File: src/rtl/btn_db_pkg.sv
package btn_db_pkg;

    localparam int unsigned DEF_N_BTN         = 3;
    localparam int unsigned DEF_CONFIRM_TICKS = 12;
    localparam int unsigned DEF_SYNC_STAGES   = 2;

    typedef enum logic {
        DB_IDLE = 1'b0,
        DB_WAIT = 1'b1
    } db_state_e;

    function automatic int unsigned cnt_width(input int unsigned max_val);
        return (max_val < 2) ? 1 : $clog2(max_val + 1);
    endfunction

endpackage

File: src/rtl/btn_sync.sv
module btn_sync #(
    parameter int unsigned N_BTN  = 3,
    parameter int unsigned STAGES = 2
) (
    input  logic             clk_i,
    input  logic             rst_i,
    input  logic [N_BTN-1:0] raw_i,
    output logic [N_BTN-1:0] sync_o
);
    logic [N_BTN-1:0] stage_q [STAGES];

    generate
        for (genvar s = 0; s < STAGES; s++) begin : g_stage
            if (s == 0) begin : g_first
                always_ff @(posedge clk_i) begin
                    if (rst_i) stage_q[s] <= '1;
                    else       stage_q[s] <= raw_i;
                end
            end else begin : g_next
                always_ff @(posedge clk_i) begin
                    if (rst_i) stage_q[s] <= '1;
                    else       stage_q[s] <= stage_q[s-1];
                end
            end
        end
    endgenerate

    assign sync_o = stage_q[STAGES-1];
endmodule

File: src/rtl/btn_confirm_ctl.sv
module btn_confirm_ctl
    import btn_db_pkg::*;
#(
    parameter int unsigned N_BTN         = 3,
    parameter int unsigned CONFIRM_TICKS = 12,
    localparam int unsigned CNT_W        = cnt_width(CONFIRM_TICKS)
) (
    input  logic             clk_i,
    input  logic             rst_i,
    input  logic             tick_i,
    input  logic [N_BTN-1:0] sampled_i,
    input  logic [N_BTN-1:0] image_i,
    output logic             commit_o,
    output logic [N_BTN-1:0] flip_o,
    output logic             busy_o,
    output logic [CNT_W-1:0] cnt_o,
    output logic [N_BTN-1:0] mask_o
);
    db_state_e        state_q;
    logic [CNT_W-1:0] cnt_q;
    logic [N_BTN-1:0] mask_q;
    logic [N_BTN-1:0] diff;
    logic             expire;

    always_comb begin
        diff     = sampled_i ^ image_i;
        expire   = tick_i && (state_q == DB_WAIT) && (cnt_q == CNT_W'(1));
        flip_o   = diff & mask_q;
        commit_o = expire && (|flip_o);
    end

    always_ff @(posedge clk_i) begin
        if (rst_i) begin
            state_q <= DB_IDLE;
            cnt_q   <= '0;
            mask_q  <= '0;
        end else if (tick_i) begin
            unique case (state_q)
                DB_IDLE: begin
                    if (|diff) begin
                        mask_q  <= diff;
                        cnt_q   <= CNT_W'(CONFIRM_TICKS);
                        state_q <= DB_WAIT;
                    end
                end
                DB_WAIT: begin
                    cnt_q <= cnt_q - CNT_W'(1);
                    if (cnt_q == CNT_W'(1)) state_q <= DB_IDLE;
                end
                default: state_q <= DB_IDLE;
            endcase
        end
    end

    assign busy_o = (state_q == DB_WAIT);
    assign cnt_o  = cnt_q;
    assign mask_o = mask_q;
endmodule

File: src/rtl/btn_image.sv
module btn_image #(
    parameter int unsigned N_BTN = 3
) (
    input  logic             clk_i,
    input  logic             rst_i,
    input  logic             commit_i,
    input  logic [N_BTN-1:0] flip_i,
    output logic [N_BTN-1:0] level_o,
    output logic             evt_o
);
    logic [N_BTN-1:0] level_q;
    logic             evt_q;

    always_ff @(posedge clk_i) begin
        if (rst_i) begin
            level_q <= '1;
            evt_q   <= 1'b0;
        end else begin
            evt_q <= commit_i;
            if (commit_i) level_q <= level_q ^ flip_i;
        end
    end

    assign level_o = level_q;
    assign evt_o   = evt_q;
endmodule

File: src/rtl/btn_confirm_debounce.sv
module btn_confirm_debounce
    import btn_db_pkg::*;
#(
    parameter int unsigned N_BTN         = DEF_N_BTN,
    parameter int unsigned CONFIRM_TICKS = DEF_CONFIRM_TICKS,
    parameter int unsigned SYNC_STAGES   = DEF_SYNC_STAGES,
    localparam int unsigned CNT_W        = cnt_width(CONFIRM_TICKS)
) (
    input  logic             clk_i,
    input  logic             rst_i,
    input  logic             tick_i,
    input  logic [N_BTN-1:0] btn_raw_n_i,
    output logic [N_BTN-1:0] btn_level_o,
    output logic             evt_o
);
    logic [N_BTN-1:0] sampled;
    logic             commit;
    logic [N_BTN-1:0] flip;
    logic             wait_busy;
    logic [CNT_W-1:0] wait_cnt;
    logic [N_BTN-1:0] wait_mask;

    btn_sync #(
        .N_BTN  (N_BTN),
        .STAGES (SYNC_STAGES)
    ) u_sync (
        .clk_i  (clk_i),
        .rst_i  (rst_i),
        .raw_i  (btn_raw_n_i),
        .sync_o (sampled)
    );

    btn_confirm_ctl #(
        .N_BTN         (N_BTN),
        .CONFIRM_TICKS (CONFIRM_TICKS)
    ) u_ctl (
        .clk_i     (clk_i),
        .rst_i     (rst_i),
        .tick_i    (tick_i),
        .sampled_i (sampled),
        .image_i   (btn_level_o),
        .commit_o  (commit),
        .flip_o    (flip),
        .busy_o    (wait_busy),
        .cnt_o     (wait_cnt),
        .mask_o    (wait_mask)
    );

    btn_image #(
        .N_BTN (N_BTN)
    ) u_image (
        .clk_i    (clk_i),
        .rst_i    (rst_i),
        .commit_i (commit),
        .flip_i   (flip),
        .level_o  (btn_level_o),
        .evt_o    (evt_o)
    );
endmodule

File: config.mk
export PLATFORM = sky130hd
export DESIGN_NAME = btn_confirm_debounce
export DESIGN_NICKNAME = d
export VERILOG_FILES = /design/src/rtl/btn_db_pkg.sv /design/src/rtl/btn_sync.sv /design/src/rtl/btn_confirm_ctl.sv /design/src/rtl/btn_image.sv /design/src/rtl/btn_confirm_debounce.sv
export SDC_FILE = /design/constraint.sdc
export NUM_CORES = 1
export LEC_CHECK = 0
export BUFFER_PORTS_ARGS = -buffer_cell sky130_fd_sc_hd__buf_2
export CORE_UTILIZATION = 40
export CTS_BUF_LIST = sky130_fd_sc_hd__clkbuf_4
export DETAILED_ROUTE_END_ITERATION = 12
export PLACE_DENSITY_LB_ADDON = 0.15
export SLEW_MARGIN = 25
export SYNTH_ARGS = -nofsm -noshare
export SYNTH_HDL_FRONTEND = slang
export SYNTH_HIERARCHICAL = 1
export SYNTH_SLANG_ARGS = --single-unit
File: constraint.sdc
create_clock -name clk_i -period 2.9 [get_ports clk_i]
set_input_delay 0 -clock clk_i [delete_from_list [all_inputs] [get_ports clk_i]]
set_output_delay 0 -clock clk_i [all_outputs]
set_load 0.1 [all_outputs]
==> results.txt <==
Routability Congestion = 0.827
Clk pin slew, worst setup/hold paths = 100 ps
vias in the first global route = 574
post-synthesis sequential area ratio = 0.430
worst-margin pin slew = 520 ps
power density cells = 460 nW/µm²
Crit. path cell count = 5
kind of end point of the critical path = flop
Clock Latency Late Sink = 280 ps
final setup vio count = 0
worst hold margin = 46.2 ps
number of antenna cells inserted = 0
DRT Pass-1 Iters = 4
Hold Crit Class = in -> reg
Post-DP Area = 897 µm²
setup ws final = 1140 ps
post-synth net total = 97
H-tree levels = 1
post-route cell area = 953 µm²
largest net degree at the start of global routing = 20
DP Wirelength = 1050 µm
Pint = 331 µW
number of routed nets with antenna violations = 0
crit path cell chain = nand2_1, nor4b_1, o31a_1, and3_1, o21bai_2
total wire length = 1450 µm
Worst path slowest cell = dfxtp_1
CP Buf/Inv Count = 0
Post-Syn Area = 837 µm²
post-synthesis cell type count = 33
clk_skew = 1.17 ps
Cells after DPL = 122
Die Footprint = 2280 µm²
number of synthesized flops with an enable pin = 0
combinational share of power = 0.108
R2R depth = 5
Startpoint Class = flop
register share of total power = 0.608
asr flop ratio synth = 0
DRC violations left = 0
Core Rows = 16
part of the cycle the worst path needs = 0.608
Peak VDD IR = 0.328 mV
vias per cell = 4.91
Overflow after GRT = 0
Top Ports = 10
DR vias = 634
FMAX = 567 MHz
Crit Path Class = reg -> reg
Num CTS Buffers = 3
switching share of power = 0.245
commonest cells after routing, fill and taps aside = dfxtp_1 (18), buf_2 (9), a21oi_1 (9), nand2b_1 (6), or2_1 (6)
CP max stage delay = 510 ps
Layout area overhead = 13.9%
Post-Synthesis Cells = 89
I/O Buffers = 9
Hold Crit Depth = 3
Sw Pwr = 107 µW
CTS Sinks = 18
Die Width = 47.7 µm
outcome = finished clean
Seq cells post-synth = 18
Clock power frac = 0.284
Total Routing Usage GR = 0.155
CP arrival = 1950 ps
Die Height = 47.7 µm
CTS Buffer Depth = 2
CP Max Fanout = 10
ys flop type = dfxtp_1
nets@finish = 111
share of layout cells above drive strength 1 = 0.176
setup_tns = 0 ps
commonest non-fill, non-tap cell in the layout = dfxtp_1
CTS tree = done
CP delay by family, top = simple AND/OR/NAND/NOR gates
antenna violations before repair = 0
Post-Place Worst Slack = 1150 ps
Core ar. = 1960 µm²
first-pass GRT wire length = 2470 µm
Root Driver = clkbuf_4
# fillers = 214
WL per Instance = 11.3 µm
fin crit period = 1760 ps
Mean Syn Cell Area = 9.41 µm²
Fin. Hold Viols = 0
number of DRC markers in iteration 0 = 17
RSZ-0062 raised after global routing = false
max-cap violation count = 0
CP required = 3090 ps
Ys Warns = 6
Max Slew Vio Count = 0
Initial Utilization = 0.427
Leak = 0.374 nW
Slew HR = 0.650
Layout Cells excl Fill = 129
==> timing repair <==
action	CTS	global route
gates resized for setup	0	0
hold buffers	3	0
hold endpoints to repair	3	0
setup buffers	0	0
==> metrics by stage <==
step	utilization	power (mW)
3_5_place_dp	0.457	0.317
4_1_cts	0.486	0.448
6_report	0.486	0.439
3_3_place_gp	0.457	0.316
2_1_floorplan	-	0.306
5_1_grt	0.486	0.465
==> power by group through the flow <==
stage | Combinational [mW] | Clock [mW] | Sequential, mW
final | 0.0475 | 0.125 | 0.267
after global routing | 0.0536 | 0.143 | 0.269
after CTS | 0.0479 | 0.134 | 0.267
after detailed placement | 0.0442 | 0 | 0.272
after global placement | 0.0441 | 0 | 0.272
after floorplan | 0.0377 | 0 | 0.268
==> final cells by class <==
type	count	area, µm²	area share
Clock inverter	1	3.75	0.00394
Multi-Input combinational cell	63	439	0.461
Sequential cell	18	360	0.378
Inverter	5	18.8	0.0197
Tap cell	27	33.8	0.0354
Clock buffer	3	22.5	0.0236
Timing Repair Buffer	12	75.1	0.0787
==> per-layer routing <==
metal  global-route usage  wire length [µm]  vias to the layer above
met5                    0                 0                        -
met4               0.0833                 9                        0
met3               0.0226                26                        2
met2                0.222               640                        5
met1                0.221               777                      293
li1                     -                 -                      334
==> final timing paths <==
check                                  startpoint                         endpoint  slack (ps)
setup / recovery        u_ctl/busy_o$_SDFFE_PP0P_  u_image/level_o[2]$_SDFFE_PP1P_        1140
hold / removal                             tick_i        u_ctl/busy_o$_SDFFE_PP0P_          50
setup reg to reg        u_ctl/busy_o$_SDFFE_PP0P_  u_image/level_o[2]$_SDFFE_PP1P_        1140
hold reg to reg   u_sync/stage_q[0][0]$_SDFF_PP1_  u_sync/stage_q[1][0]$_SDFF_PP1_         410
==> flip-flops by register name, summed over array words and instances, names as in the netlist <==
register	cells
u_ctl/cnt_o	4
u_ctl/mask_o	3
u_ctl/busy_o	1
u_image/evt_o	1
u_image/level_o	3
u_sync/stage_q	6
==> worst reg2reg max path, cell delays in order, from the launching register on <==
cell and delay, ps:
dfxtp_1 510, nand2_1 140, nor4b_1 430, o31a_1 320, and3_1 200, o21bai_2 50
==> synthesized netlist by cell type, types with 2 or more instances <==
library cell / count / area, µm²
nand2b_1: 6 / 37.5
xor2_1: 3 / 26.3
dfxtp_1: 18 / 360
and2_1: 2 / 12.5
a21oi_1: 9 / 45.0
o21bai_1: 2 / 15.0
inv_1: 5 / 18.8
o21ai_0: 3 / 15.0
or2_1: 6 / 37.5
and3_1: 3 / 18.8
ha_1: 2 / 25.0
nor2b_1: 2 / 12.5
xnor2_1: 3 / 26.3
buf_4: 2 / 15.0
nand2_1: 4 / 15.0
nor2_1: 2 / 7.51
==> logic make-up (layout without fill, tap and decap cells) <==
| kind of cell | Yosys count | in the layout | share of synthesized area |
|---|---|---|---|
| AO/OA/AOI/OAI | 21 | 21 | 0.175 |
| XOR/XNOR | 6 | 6 | 0.0628 |
| multiplexers | 1 | 1 | 0.0120 |
| adder cells (fa/ha/maj) | 2 | 2 | 0.0299 |
| flip-flops | 18 | 18 | 0.430 |
| buffers and inverters | 8 | 21 | 0.0448 |
| AND/OR/NAND/NOR | 33 | 33 | 0.245 |
Power figures use the tool's default switching activity.
